[config.mk]
export PLATFORM = sky130hd
export DESIGN_NAME = irq_prio_ctrl
export DESIGN_NICKNAME = d
export VERILOG_FILES = /design/src/rtl/irq_prio_pkg.sv /design/src/rtl/irq_sampler.sv /design/src/rtl/irq_edge_track.sv /design/src/rtl/irq_arbiter.sv /design/src/rtl/irq_prio_ctrl.sv
export SDC_FILE = /design/constraint.sdc
export NUM_CORES = 1
export LEC_CHECK = 0
export BUFFER_PORTS_ARGS = -buffer_cell sky130_fd_sc_hd__buf_2
export CORE_MARGIN = 10
export CORE_UTILIZATION = 45
export DETAILED_ROUTE_END_ITERATION = 6
export GPL_ROUTABILITY_DRIVEN = 0
export PLACE_DENSITY = 0.7
export SLEW_MARGIN = 15
export SYNTH_ARGS = -nofsm -noshare
export SYNTH_HDL_FRONTEND = slang
export SYNTH_HIERARCHICAL = 1
export SYNTH_SLANG_ARGS = --single-unit
[constraint.sdc]
create_clock -name clk -period 2.35 [get_ports clk]
set_input_delay 0.47 -clock clk [delete_from_list [all_inputs] [get_ports clk]]
set_output_delay 0.47 -clock clk [all_outputs]
set_load 0.02 [all_outputs]
[src/rtl/irq_prio_pkg.sv]
package irq_prio_pkg;
    localparam int LVL_W = 3;
    typedef logic [LVL_W-1:0] lvl_t;

    localparam lvl_t LVL_NONE = '0;
    localparam lvl_t LVL_TOP  = '1;

    // request line indices
    localparam int N_SRC    = 3;
    localparam int N_MASKED = 2;
    localparam int IDX_FIX  = 0;
    localparam int IDX_PROG = 1;
    localparam int IDX_TOP  = 2;

    typedef enum logic [1:0] {
        SRC_NONE = 2'd0,
        SRC_FIX  = 2'd1,
        SRC_PROG = 2'd2,
        SRC_TOP  = 2'd3
    } src_e;
endpackage

[src/rtl/irq_sampler.sv]
// Falling-edge two-sample qualifier for active-low request lines.
module irq_sampler #(
    parameter int N_LINES = 3
) (
    input  logic               clk,
    input  logic               rst_n,
    input  logic [N_LINES-1:0] req_n,
    output logic [N_LINES-1:0] qual
);
    for (genvar g = 0; g < N_LINES; g++) begin : g_line
        typedef struct packed {
            logic newer;
            logic older;
        } smp_t;

        smp_t smp_d, smp_q;

        always_comb begin
            smp_d       = smp_q;
            smp_d.newer = ~req_n[g];
            smp_d.older = smp_q.newer;
        end

        always_ff @(negedge clk or negedge rst_n) begin
            if (!rst_n) begin
                smp_q <= '0;
            end else begin
                smp_q <= smp_d;
            end
        end

        assign qual[g] = smp_q.newer & smp_q.older;
    end
endmodule

[src/rtl/irq_edge_track.sv]
// Per-line level/edge handling for the maskable request lines.
module irq_edge_track #(
    parameter int N_LINES = 2
) (
    input  logic               clk,
    input  logic               rst_n,
    input  logic [N_LINES-1:0] qual,
    input  logic [N_LINES-1:0] edge_mode,
    input  logic [N_LINES-1:0] unmasked,
    input  logic [N_LINES-1:0] clr,
    output logic [N_LINES-1:0] active
);
    typedef struct packed {
        logic [N_LINES-1:0] dly;
        logic [N_LINES-1:0] flag;
    } trk_t;

    trk_t trk_d, trk_q;

    always_comb begin
        trk_d     = trk_q;
        trk_d.dly = qual;
        for (int i = 0; i < N_LINES; i++) begin
            if (!edge_mode[i]) begin
                trk_d.flag[i] = 1'b0;
            end else begin
                if (clr[i]) begin
                    trk_d.flag[i] = 1'b0;
                end
                if (qual[i] && !trk_q.dly[i] && unmasked[i]) begin
                    trk_d.flag[i] = 1'b1;
                end
            end
        end
    end

    always_ff @(posedge clk or negedge rst_n) begin
        if (!rst_n) begin
            trk_q <= '0;
        end else begin
            trk_q <= trk_d;
        end
    end

    for (genvar g = 0; g < N_LINES; g++) begin : g_act
        assign active[g] = edge_mode[g] ? trk_q.flag[g] : qual[g];
    end
endmodule

[src/rtl/irq_arbiter.sv]
// Live selection of the offered request; nothing here is latched.
module irq_arbiter
    import irq_prio_pkg::*;
#(
    parameter lvl_t FIX_LEVEL = 3'd2
) (
    input  lvl_t mask,
    input  logic top_req,
    input  logic fix_act,
    input  logic prog_act,
    input  lvl_t prog_lvl,
    output logic fix_open,
    output logic prog_open,
    output logic pend,
    output lvl_t lvl,
    output src_e src
);
    logic fix_ok;
    logic prog_ok;

    always_comb begin
        fix_open  = FIX_LEVEL > mask;
        prog_open = (prog_lvl != LVL_NONE) && (prog_lvl > mask);
        fix_ok    = fix_act && fix_open;
        prog_ok   = prog_act && prog_open;

        pend = 1'b1;
        lvl  = LVL_NONE;
        src  = SRC_NONE;
        if (top_req) begin
            lvl = LVL_TOP;
            src = SRC_TOP;
        end else if (prog_ok && (!fix_ok || prog_lvl > FIX_LEVEL)) begin
            lvl = prog_lvl;
            src = SRC_PROG;
        end else if (fix_ok) begin
            lvl = FIX_LEVEL;
            src = SRC_FIX;
        end else begin
            pend = 1'b0;
        end
    end
endmodule

[src/rtl/irq_prio_ctrl.sv]
module irq_prio_ctrl
    import irq_prio_pkg::*;
#(
    parameter lvl_t FIX_LEVEL = 3'd2
) (
    input  logic       clk,
    input  logic       rst_n,
    input  logic       irq_fix_n,
    input  logic       irq_prog_n,
    input  logic       irq_top_n,
    input  logic [2:0] prog_lvl_i,
    input  logic [1:0] edge_mode_i,
    input  logic       mask_wr_i,
    input  logic [2:0] mask_wdata_i,
    input  logic       ack_i,
    output logic       pend_o,
    output logic [2:0] pend_lvl_o,
    output logic [2:0] mask_o
);
    typedef struct packed {
        lvl_t mask;
        logic top_dly;
        logic top_flag;
    } ctl_t;

    ctl_t st_d, st_q;

    logic [N_SRC-1:0]    qual_s;
    logic [N_MASKED-1:0] act_s;
    logic [N_MASKED-1:0] open_s;
    logic [N_MASKED-1:0] clr_s;
    logic                fix_open_s;
    logic                prog_open_s;
    logic                pend_s;
    lvl_t                lvl_s;
    src_e                src_s;
    logic                take_s;

    irq_sampler #(.N_LINES(N_SRC)) u_sampler (
        .clk   (clk),
        .rst_n (rst_n),
        .req_n ({irq_top_n, irq_prog_n, irq_fix_n}),
        .qual  (qual_s)
    );

    assign open_s[IDX_FIX]  = fix_open_s;
    assign open_s[IDX_PROG] = prog_open_s;
    assign clr_s[IDX_FIX]   = take_s && (src_s == SRC_FIX);
    assign clr_s[IDX_PROG]  = take_s && (src_s == SRC_PROG);

    irq_edge_track #(.N_LINES(N_MASKED)) u_track (
        .clk       (clk),
        .rst_n     (rst_n),
        .qual      (qual_s[N_MASKED-1:0]),
        .edge_mode (edge_mode_i),
        .unmasked  (open_s),
        .clr       (clr_s),
        .active    (act_s)
    );

    irq_arbiter #(.FIX_LEVEL(FIX_LEVEL)) u_arb (
        .mask      (st_q.mask),
        .top_req   (st_q.top_flag),
        .fix_act   (act_s[IDX_FIX]),
        .prog_act  (act_s[IDX_PROG]),
        .prog_lvl  (prog_lvl_i),
        .fix_open  (fix_open_s),
        .prog_open (prog_open_s),
        .pend      (pend_s),
        .lvl       (lvl_s),
        .src       (src_s)
    );

    assign take_s = ack_i && pend_s;

    always_comb begin
        st_d = st_q;
        if (take_s) begin
            st_d.mask = lvl_s;
        end else if (mask_wr_i) begin
            st_d.mask = mask_wdata_i;
        end

        st_d.top_dly = qual_s[IDX_TOP];

        if (take_s && (src_s == SRC_TOP)) begin
            st_d.top_flag = 1'b0;
        end
        // new assertion, or the mask leaving 7 with the line still held
        if ((qual_s[IDX_TOP] && !st_q.top_dly) ||
            (qual_s[IDX_TOP] && (st_q.mask == LVL_TOP) && (st_d.mask != LVL_TOP))) begin
            st_d.top_flag = 1'b1;
        end
    end

    always_ff @(posedge clk or negedge rst_n) begin
        if (!rst_n) begin
            st_q.mask     <= LVL_TOP;
            st_q.top_dly  <= 1'b0;
            st_q.top_flag <= 1'b0;
        end else begin
            st_q <= st_d;
        end
    end

    assign pend_o     = pend_s;
    assign pend_lvl_o = lvl_s;
    assign mask_o     = st_q.mask;
endmodule

==> summary.md, run 1 <==
| Metric | Value |
|---|---|
| Status | complete, but fails checks |
| Failing checks | setup timing |
| Peak supply drop | ~0.00057 V |
| CP endpoint kind | output pin |
| WP data arrival | roughly 3.3 ns |
| Static leakage | 0.613 nW |
| Initial antenna violation count | 0 |
| Final setup fails | 10 |
| Mean Syn Cell Area | between 10 and 15 um^2 |
| Max clock buf depth | 2 |
| Post-synth EDFFs | 0 |
| Fillers | ~120 |
| Total track usage | 11.4% |
| FP Rows | 15 |
| Commonest non-fill, non-tap cell in the layout | buf_4 |
| Final worst setup slack | -1.41 ns |
| WS Path Type | reg -> out |
| Hold-fix buffers at CTS | 0 |
| Cells after synthesis | 74 |
| Initial Utilization | 46.7% |
| Yosys synthesis warning count | 6 |
| Worst Hold Class | in -> async |
| Vias in the first global route | ~740 |
| Iter 0 DRT Violations | 18 |
| R2R Setup Slk | -1.38 ns |
| Final Hold Vio Count | 0 |
| Ys flop type | dfrtp_1 |
| Routed via count | roughly 710 |
| WL per Instance | 16.7 um |
| Most frequent cells in the layout | buf_4 (18), buf_2 (17), buf_6 (8), inv_1 (7) |
| Measured slew at the worst slew-check pin | 0.488 ns |
| Max_slew headroom | 67.2% |
| Port buffer count | 21 |
| Die area | 0.00386 mm^2 |
| Largest net degree at the start of global routing | 16 |
| Worst r2r dst | st_q[0]$_DFFE_PN0P_ |
| CTS Sinks | 15 |
| CTS buffer count | 3 |
| WP data required | between 1.5 and 2 ns |
| PwrDens | 1140 mW/mm^2 |
| Final Routed Wirelength | 2390 um |
| ANT cells | 0 |
| Reg2Reg Depth | 11 |
| Area Overhead vs Synth | 59.2% |
| Layout cells sized above 1 | 61.0% |
| Worst-Skew Late Latency | 0.28 ns |
| Die Span X | 62.1 um |
| DRC violations left | 0 |
| Worst-path clk slew | about 0.09 ns |
| RSZ-0062 raised after global routing | yes |
| Antenna-violating nets left | 0 |
| Final non-filler cell total | roughly 140 |
| Core Box Area | 0.00171 mm^2 |
| First-pass GRT wire length | ~3600 um |
| CP startpoint kind | register |
| Netlist cell types | 32 |
| Total grt overflow | 0 |
| Final Max Tran Viols | 0 |
| CTS tree | yes |
| Critical Path Fanout Max | 3 |
| Placed cells | ~130 |
| Detailed placement HPWL | 1470 um |
| H-tree depth | 1 |
| Total of max-cap violations | 0 |
| Syn Nets | just over 90 |
| Setup Skew | 0.00887 ns |
| Asr flop ratio synth | 100% |
| Register area share after synthesis | 47.5% |
| CTS Root Cell | clkbuf_4 |
| #FFs+latches synth | 15 |
| Syn Std Cell Area | 798 um^2 |
| Worst R2R Start | u_sampler/g_line[0].smp_d[0]$_DFF_NN0_ |
| Die H | 62.1 um |
| Post-Place Cell Area | ~0.0011 mm^2 |
| Setup TNS | -12.33 ns |
| Pre-Repair DR Iteration Count | 4 |
| Vias per cell | around 5 |
| Final instance area | 0.00127 mm^2 |
| Layout Nets | ~140 |
| Io pins | 22 |
[final cells by class]
class | instances | area, um^2 | area share, %
multi-input cells | 49 | 497 | 39.1
flip-flops and latches | 15 | 379 | 29.8
repair buffers | 43 | 310 | 24.4
well taps | 25 | 31.3 | 2.46
inverters | 7 | 26.3 | 2.07
clock buffers | 3 | 22.5 | 1.77
clock inverters | 1 | 5.00 | 0.394
[cells in the mapped netlist, drive strengths merged, types with 3 or more instances]
master / number / share of area, %
buf: 3 / 2.8
mux2i: 4 / 5.0
dfrtn: 6 / 19
inv: 7 / 3.3
dfrtp: 6 / 19
nand2: 4 / 2.2
nor2: 6 / 2.8
ha: 3 / 4.7
a21oi: 5 / 3.1
dfstp: 3 / 9.9
and2: 3 / 2.4
[power breakdown]
group / switching (W) / internal, W / leakage, nW
combinational: 0.000478 / 0.000460 / 0.416
clock: 0.0000822 / 0.0000631 / 0.0177
sequential: 0.0000401 / 0.000324 / 0.179
total: 0.000600 / 0.000848 / 0.613
[sequential cells by signal (all words and copies together) (netlist names)]
| register | cells |
|---|---|
| mask_o | 3 |
| u_sampler/g_line.smp_d | 3 |
| st_q | 2 |
| u_track/trk_q | 4 |
| u_sampler/g_line.smp_q | 3 |
[metrics by stage]
step	hold WS [ns]	util [%]	total power (W)	setup WS, ns
after floorplan	0.174	-	0.000782	-1.05
after global placement	0.308	61.8	0.00100	-1.10
after detailed placement	0.323	61.8	0.00101	-1.20
after CTS	0.0804	71.1	0.00133	-1.40
after global routing	0.104	74.4	0.00153	-1.49
final	0.0808	74.4	0.00145	-1.41
[critical path, cell delays in order, from the launching register on]
cell and delay, ns:
dfrtn_1 0.35, and2_4 0.16, mux2_4 0.26, or3b_4 0.26
a211oi_4 0.04, nor4b_4 0.30, mux2i_2 0.28, buf_4 0.18
[routing by layer]
layer	up-vias	global-route usage, %	part of all wire, %
met5	-	0	0
met4	0	6.00	3.6
met3	6	4.12	8.5
met2	29	18.2	48
met1	330	13.0	40
li1	347	-	-
[cell families (layout without fill, tap and decap cells)]
group	after synthesis	count (layout)	synth area share [%]
AOI/OAI and AO/OA	15	15	13.6
adders and majority gates	3	3	4.70
buffers and inverters	10	54	6.11
DFF	15	15	47.5
muxes	6	6	8.78
and+or+nand+nor	25	25	19.3
[what timing repair did]
action,CTS,global route
gates resized for setup,24,7
hold endpoints to repair,0,0
endpoints found under the setup margin,10,10
buffers inserted,4,3
gates cloned,0,0
pin swaps,5,4
[worst max-delay path by stage]
stage	startpoint	to	slack [ns]	cells past startpoint
3_3_place_gp	u_sampler/g_line[0].smp_d[0]$_DFF_NN0_	st_q[0]$_DFFE_PN0P_	-1.10	10
5_1_grt	u_sampler/g_line[0].smp_d[0]$_DFF_NN0_	pend_lvl_o[1]	-1.49	7
4_1_cts	u_sampler/g_line[0].smp_d[0]$_DFF_NN0_	pend_lvl_o[1]	-1.40	7
3_5_place_dp	u_sampler/g_line[0].smp_d[0]$_DFF_NN0_	st_q[0]$_DFFE_PN0P_	-1.20	10
2_1_floorplan	u_sampler/g_line[0].smp_d[0]$_DFF_NN0_	st_q[0]$_DFFE_PN0P_	-1.05	10
6_report	u_sampler/g_line[0].smp_d[0]$_DFF_NN0_	pend_lvl_o[1]	-1.41	7
Power figures use the tool's default switching activity.
==> run 2: changes to the inputs <==
Settings changed: CTS_BUF_LIST from default to sky130_fd_sc_hd__clkbuf_16.
==> summary.md, run 2 (same netlist as run 1, synthesis figures left out) <==
| Metric | Value |
|---|---|
| Measured slew at the worst slew-check pin | 0.529 ns (+0.0411 ns) |
| WL per Instance | 17.1 um (+2.3%) |
| Worst R2R Start | u_sampler/g_line[0].smp_d[0]$_DFF_NN0_ |
| Worst-path clk slew | 0.05 ns (-0.04 ns) |
| Post-Place Cell Area | 0.00106 mm^2 (unchanged) |
| Largest net degree at the start of global routing | 16 (unchanged) |
| PwrDens | 1230 mW/mm^2 (+7.7%) |
| Most flops, register | u_track/trk_q |
| RSZ-0062 raised after global routing | yes |
| Status | complete, but fails checks |
| Vias per cell | 5.10 (+2.5%) |
| First-pass GRT wire length | 4040 um (+12%) |
| Worst r2r dst | st_q[0]$_DFFE_PN0P_ |
| Total track usage | 12.7% (+1.3 points) |
| Max FFs per register | 4 (unchanged) |
| Layout Nets | 139 (+1.5%) |
| Port buffer count | 21 (unchanged) |
| ANT cells | 0 (unchanged) |
| CP cell instances | and2_4, mux2_4, or3b_4, a211oi_4, nor4b_4, buf_4, buf_6, o21bai_4, nand4_1, a22o_1, a211oi_2, a31oi_1 |
| Final worst setup slack | -1.43 ns (-0.0131 ns) |
| Max clock buf depth | 2 (unchanged) |
| CTS Sinks | 15 (unchanged) |
| CTS tree | yes |
| Initial antenna violation count | 0 (unchanged) |
| CP startpoint kind | register |
| Area Overhead vs Synth | 70.4% |
| Pre-Repair DR Iteration Count | 4 (unchanged) |
| H-tree depth | 1 (unchanged) |
| DRC violations left | 0 (unchanged) |
| Fillers | 99 (-15%) |
| Pre-CTS setup slack | -1.20 ns (unchanged) |
| Final Routed Wirelength | 2480 um (+3.8%) |
| Most frequent cells in the layout | buf_4 (18), buf_2 (17), buf_6 (9), inv_1 (7) |
| Final Max Tran Viols | 0 (unchanged) |
| Die area | 0.00386 mm^2 (unchanged) |
| CTS Root Cell | clkbuf_16 |
| Vias in the first global route | 824 (+12%) |
| Crit-path slowest cell | dfrtn_1 |
| Total of max-cap violations | 0 (unchanged) |
| Routed via count | 740 (+3.9%) |
| Static leakage | 0.649 nW (+5.8%) |
| CTS buffer count | 3 (unchanged) |
| Antenna-violating nets left | 0 (unchanged) |
| Peak supply drop | 0.000582 V (+1.7%) |
| Worst Hold Class | in -> async |
| Total grt overflow | 0 (unchanged) |
| Worst-Skew Late Latency | 0.28 ns (about the same) |
| Iter 0 DRT Violations | 17 (-1) |
| Detailed placement HPWL | 1470 um (unchanged) |
| Critical Path Fanout Max | 3 (unchanged) |
| Max stage delay on crit path | 0.41 ns (+0.06 ns) |
| Final setup fails | 10 (unchanged) |
| R2R Setup Slk | -1.43 ns (-0.05 ns) |
| WP data arrival | 3.90 ns (+0.61 ns) |
| Max_slew headroom | 64.4% (-2.8 points) |
| FP Rows | 15 (unchanged) |
| Failing checks | setup timing |
| Core Box Area | 0.00171 mm^2 (unchanged) |
| Die H | 62.1 um (unchanged) |
| Initial Utilization | 46.7% (unchanged) |
| Hold-fix buffers at CTS | 0 (unchanged) |
| Commonest non-fill, non-tap cell in the layout | buf_4 |
| Reg2Reg Depth | 12 (+1) |
| WP data required | 2.47 ns (+0.59 ns) |
| Final instance area | 0.00136 mm^2 (+7.0%) |
| Final Hold Vio Count | 0 (unchanged) |
| WS Path Type | reg -> reg |
| Setup Skew | 0.0330 ns (+0.0242 ns) |
| Io pins | 22 (unchanged) |
| CP endpoint kind | register |
| Layout cells sized above 1 | 63.3% (+2.3 points) |
| Die Span X | 62.1 um (unchanged) |
run 2: cell count changes in the layout (fill, tap and decap cells not counted):
cell,change
or2_4,+1
o21bai_4,+1
clkbuf_16,+3
buf_6,+1
a21oi_2,+1
nor2_2,+1
nand2_8,+1
clkbuf_4,-3
nor2_1,-1
o21bai_2,-1
or2_1,-1
a21oi_4,-1
run 2: worst max-delay path: cells and delay by family, from the launching register on:
kind	cells	cell delay [ns]
AO/OA/AOI/OAI	5	0.88
AND/OR/NAND/NOR	4	0.74
flip-flops	1	0.41
buffers and inverters	2	0.29
multiplexers	1	0.13
run 2: cell type report:
type | count | area (um^2) | area share (%)
multi-input cells | 50 | 522 | 38.4
flip-flops and latches | 15 | 379 | 27.9
repair buffers | 44 | 322 | 23.6
clock buffers | 3 | 75.1 | 5.52
well taps | 25 | 31.3 | 2.30
inverters | 7 | 26.3 | 1.93
clock inverters | 1 | 5.00 | 0.368
run 2: worst max-delay path by stage:
stage	end	startpoint	slack (ns)	cells after the start
after floorplan	st_q[0]$_DFFE_PN0P_	u_sampler/g_line[0].smp_d[0]$_DFF_NN0_	-1.05	10
after global placement	st_q[0]$_DFFE_PN0P_	u_sampler/g_line[0].smp_d[0]$_DFF_NN0_	-1.10	10
after detailed placement	st_q[0]$_DFFE_PN0P_	u_sampler/g_line[0].smp_d[0]$_DFF_NN0_	-1.20	10
after CTS	pend_lvl_o[1]	u_sampler/g_line[0].smp_d[0]$_DFF_NN0_	-1.38	7
after global routing	st_q[0]$_DFFE_PN0P_	u_sampler/g_line[0].smp_d[0]$_DFF_NN0_	-1.55	12
final	st_q[0]$_DFFE_PN0P_	u_sampler/g_line[0].smp_d[0]$_DFF_NN0_	-1.43	12
run 2: stage by stage:
stage / std cells / utilization (%) / power [W] / hold slack (ns) / TNS (ns)
4_1_cts: 143 / 77.4 / 0.00159 / 0.134 / -11.68
6_report: 145 / 79.6 / 0.00167 / 0.125 / -12.35
2_1_floorplan: 74 / - / 0.000782 / 0.174 / -8.23
5_1_grt: 145 / 79.6 / 0.00175 / 0.149 / -13.26
3_5_place_dp: 132 / 61.8 / 0.00101 / 0.323 / -9.47
3_3_place_gp: 132 / 61.8 / 0.00100 / 0.308 / -9.17
run 2: metal layers:
| metal | track usage, % | part of all wire [%] |
|---|---|---|
| met5 | 0 | 0 |
| met4 | 7.14 | 3.3 |
| met3 | 5.02 | 8.9 |
| met2 | 20.4 | 46 |
| met1 | 14.0 | 41 |
run 2: repair_timing:
item                                   4_1_cts  5_1_grt
endpoints found under the hold margin        0        0
resized for setup                           30        4
pin swaps                                    6        4
setup endpoints to repair                   10       10
setup buffers                                6        2
cloned                                       1        0
run 2: report_power, final:
group	switching, W	total, W	leakage (nW)	internal (W)
sequential	0.0000425	0.000368	0.179	0.000325
clock	0.000102	0.000329	0.0409	0.000227
combinational	0.000487	0.000971	0.429	0.000483
==> run 3: changes to the inputs <==
Settings changed: CORE_UTILIZATION 45 to 35, PLACE_DENSITY 0.7 to 0.56.
==> summary.md, run 3 (same netlist as run 1, synthesis figures left out) <==
| Metric | Value |
|---|---|
| WP data arrival | 3.28 ns (-0.62 ns) |
| Most flops, register | u_track/trk_q |
| Final setup fails | 10 (unchanged) |
| CTS tree | yes |
| Die H | 67.8 um (+9.1%) |
| First-pass GRT wire length | 3220 um (-20%) |
| Final non-filler cell total | 144 (-0.69%) |
| R2R Setup Slk | -1.35 ns (+0.08 ns) |
| Area of the multi-input gates | 438 um^2 (-16%) |
| Max_slew headroom | 66.9% (+2.5 points) |
| CTS buffer count | 3 (unchanged) |
| Static leakage | 0.606 nW (-6.5%) |
| CP endpoint kind | output pin |
| Measured slew at the worst slew-check pin | 0.493 ns (-0.0366 ns) |
| ANT cells | 0 (unchanged) |
| Largest net degree at the start of global routing | 16 (unchanged) |
| Routed via count | 688 (-7.0%) |
| Layout cells sized above 1 | 56.0% (-7.3 points) |
| Die Span X | 67.8 um (+9.1%) |
| Worst r2r dst | st_q[0]$_DFFE_PN0P_ |
| Total grt overflow | 0 (unchanged) |
| RSZ-0062 raised after global routing | yes |
| Peak supply drop | 0.000507 V (-13%) |
| CP startpoint kind | register |
| Placed cells | 137 (+3.8%) |
| Detailed placement HPWL | 1610 um (+9.7%) |
| Worst-path clk slew | 0.05 ns (about the same) |
| Most frequent cells in the layout | buf_4 (21), buf_2 (18), inv_1 (7), dfrtp_1 (6), dfrtn_1 (6) |
| Post-Place Cell Area | 0.00107 mm^2 (+1.8%) |
| Reg2Reg Depth | 11 (-1) |
| Initial antenna violation count | 0 (unchanged) |
| Failing checks | setup timing |
| Core Box Area | 0.00219 mm^2 (+28%) |
| Worst-Skew Late Latency | 0.27 ns (about the same) |
| Final Hold Vio Count | 0 (unchanged) |
| H-tree depth | 1 (unchanged) |
| Vias per cell | 4.78 (-6.4%) |
| Final Max Tran Viols | 0 (unchanged) |
| WP data required | 1.88 ns (-0.59 ns) |
| Final instance area | 0.00123 mm^2 (-9.7%) |
| Worst R2R Start | u_sampler/g_line[0].smp_d[0]$_DFF_NN0_ |
| WL per Instance | 13.5 um (-21%) |
| Pre-CTS setup slack | -1.19 ns (+0.0100 ns) |
| Max FFs per register | 4 (unchanged) |
| Port buffer count | 21 (unchanged) |
| Total of max-cap violations | 0 (unchanged) |
| Total chip power | 0.00145 W (-13%) |
| Total track usage | 9.20% (-3.5 points) |
| Fillers | 181 (+83%) |
| Pre-Repair DR Iteration Count | 4 (unchanged) |
| Final worst setup slack | -1.40 ns (+0.0302 ns) |
| Final Util | 56.1% (-24 points) |
| WS Path Type | reg -> out |
| Io pins | 22 (unchanged) |
| Area Overhead vs Synth | 53.9% |
| Layout Nets | 135 (-2.9%) |
| PwrDens | 1180 mW/mm^2 (-3.7%) |
| Critical Path Fanout Max | 4 (+1) |
| Max clock buf depth | 2 (unchanged) |
| Die area | 0.00459 mm^2 (+19%) |
| Iter 0 DRT Violations | 17 (unchanged) |
| FF/Latch Area | 379 um^2 (unchanged) |
| Worst Hold Class | in -> async |
| Status | complete, but fails checks |
| Antenna-violating nets left | 0 (unchanged) |
| Setup Skew | 0.0335 ns (+0.000470 ns) |
| Vias in the first global route | 711 (-14%) |
| FP Rows | 17 (+2) |
| Commonest non-fill, non-tap cell in the layout | buf_4 |
| DRC violations left | 0 (unchanged) |
| CTS Sinks | 15 (unchanged) |
| CTS Root Cell | clkbuf_16 |
| Final Routed Wirelength | 1940 um (-22%) |
| Initial Utilization | 36.4% (-10 points) |
## run 3: layer usage
layer	track usage [%]	vias up	part of all wire, %
met3	3.97	2	12
met2	14.6	24	46
li1	-	346	-
met4	5.38	0	0.82
met5	0	-	0
met1	10.1	316	41
## run 3: worst max path at each step
stage                                           startpoint                  end  cells after the start
global route        u_sampler/g_line[0].smp_d[0]$_DFF_NN0_        pend_lvl_o[1]                      7
floorplan           u_sampler/g_line[0].smp_d[0]$_DFF_NN0_  st_q[0]$_DFFE_PN0P_                     10
global placement    u_sampler/g_line[0].smp_d[0]$_DFF_NN0_  st_q[0]$_DFFE_PN0P_                     10
finish              u_sampler/g_line[0].smp_d[0]$_DFF_NN0_        pend_lvl_o[1]                      7
CTS                 u_sampler/g_line[0].smp_d[0]$_DFF_NN0_        pend_lvl_o[0]                      7
detailed placement  u_sampler/g_line[0].smp_d[0]$_DFF_NN0_  st_q[0]$_DFFE_PN0P_                     10
## run 3: area by class of cell
class,instances,share of cell area (%)
clock buffer,3,6.11
multi-input combinational,49,35.6
inverter,7,2.14
sequential,15,30.9
tap,28,2.85
timing repair buffer,41,22.0
clock inverter,1,0.407
## run 3: repair_timing
action	4_1_cts	5_1_grt
buffers inserted	2	1
pin swaps	0	0
hold buffers	0	0
resized for setup	10	4
cloned	0	0
endpoints found under the setup margin	10	10
## run 3: critical path, stage by stage (launching register included)
cell	delay (ns)
dfrtn_1	0.33
and2_4	0.16
mux2_4	0.27
or3b_4	0.24
a211oi_2	0.04
nor4b_4	0.34
mux2i_2	0.28
buf_4	0.17
## run 3: metrics by stage
stage,TNS [ns],hold WS [ns]
after global placement,-9.41,0.311
after floorplan,-8.23,0.174
after CTS,-11.38,0.132
final,-11.24,0.119
after global routing,-12.36,0.143
after detailed placement,-9.95,0.323
## run 3: where the power goes
| group | total [W] | switching [W] | internal [W] | leakage [nW] |
|---|---|---|---|---|
| sequential | 0.000367 | 0.0000414 | 0.000326 | 0.179 |
| combinational | 0.000759 | 0.000386 | 0.000373 | 0.386 |
| clock | 0.000324 | 0.0000979 | 0.000227 | 0.0409 |
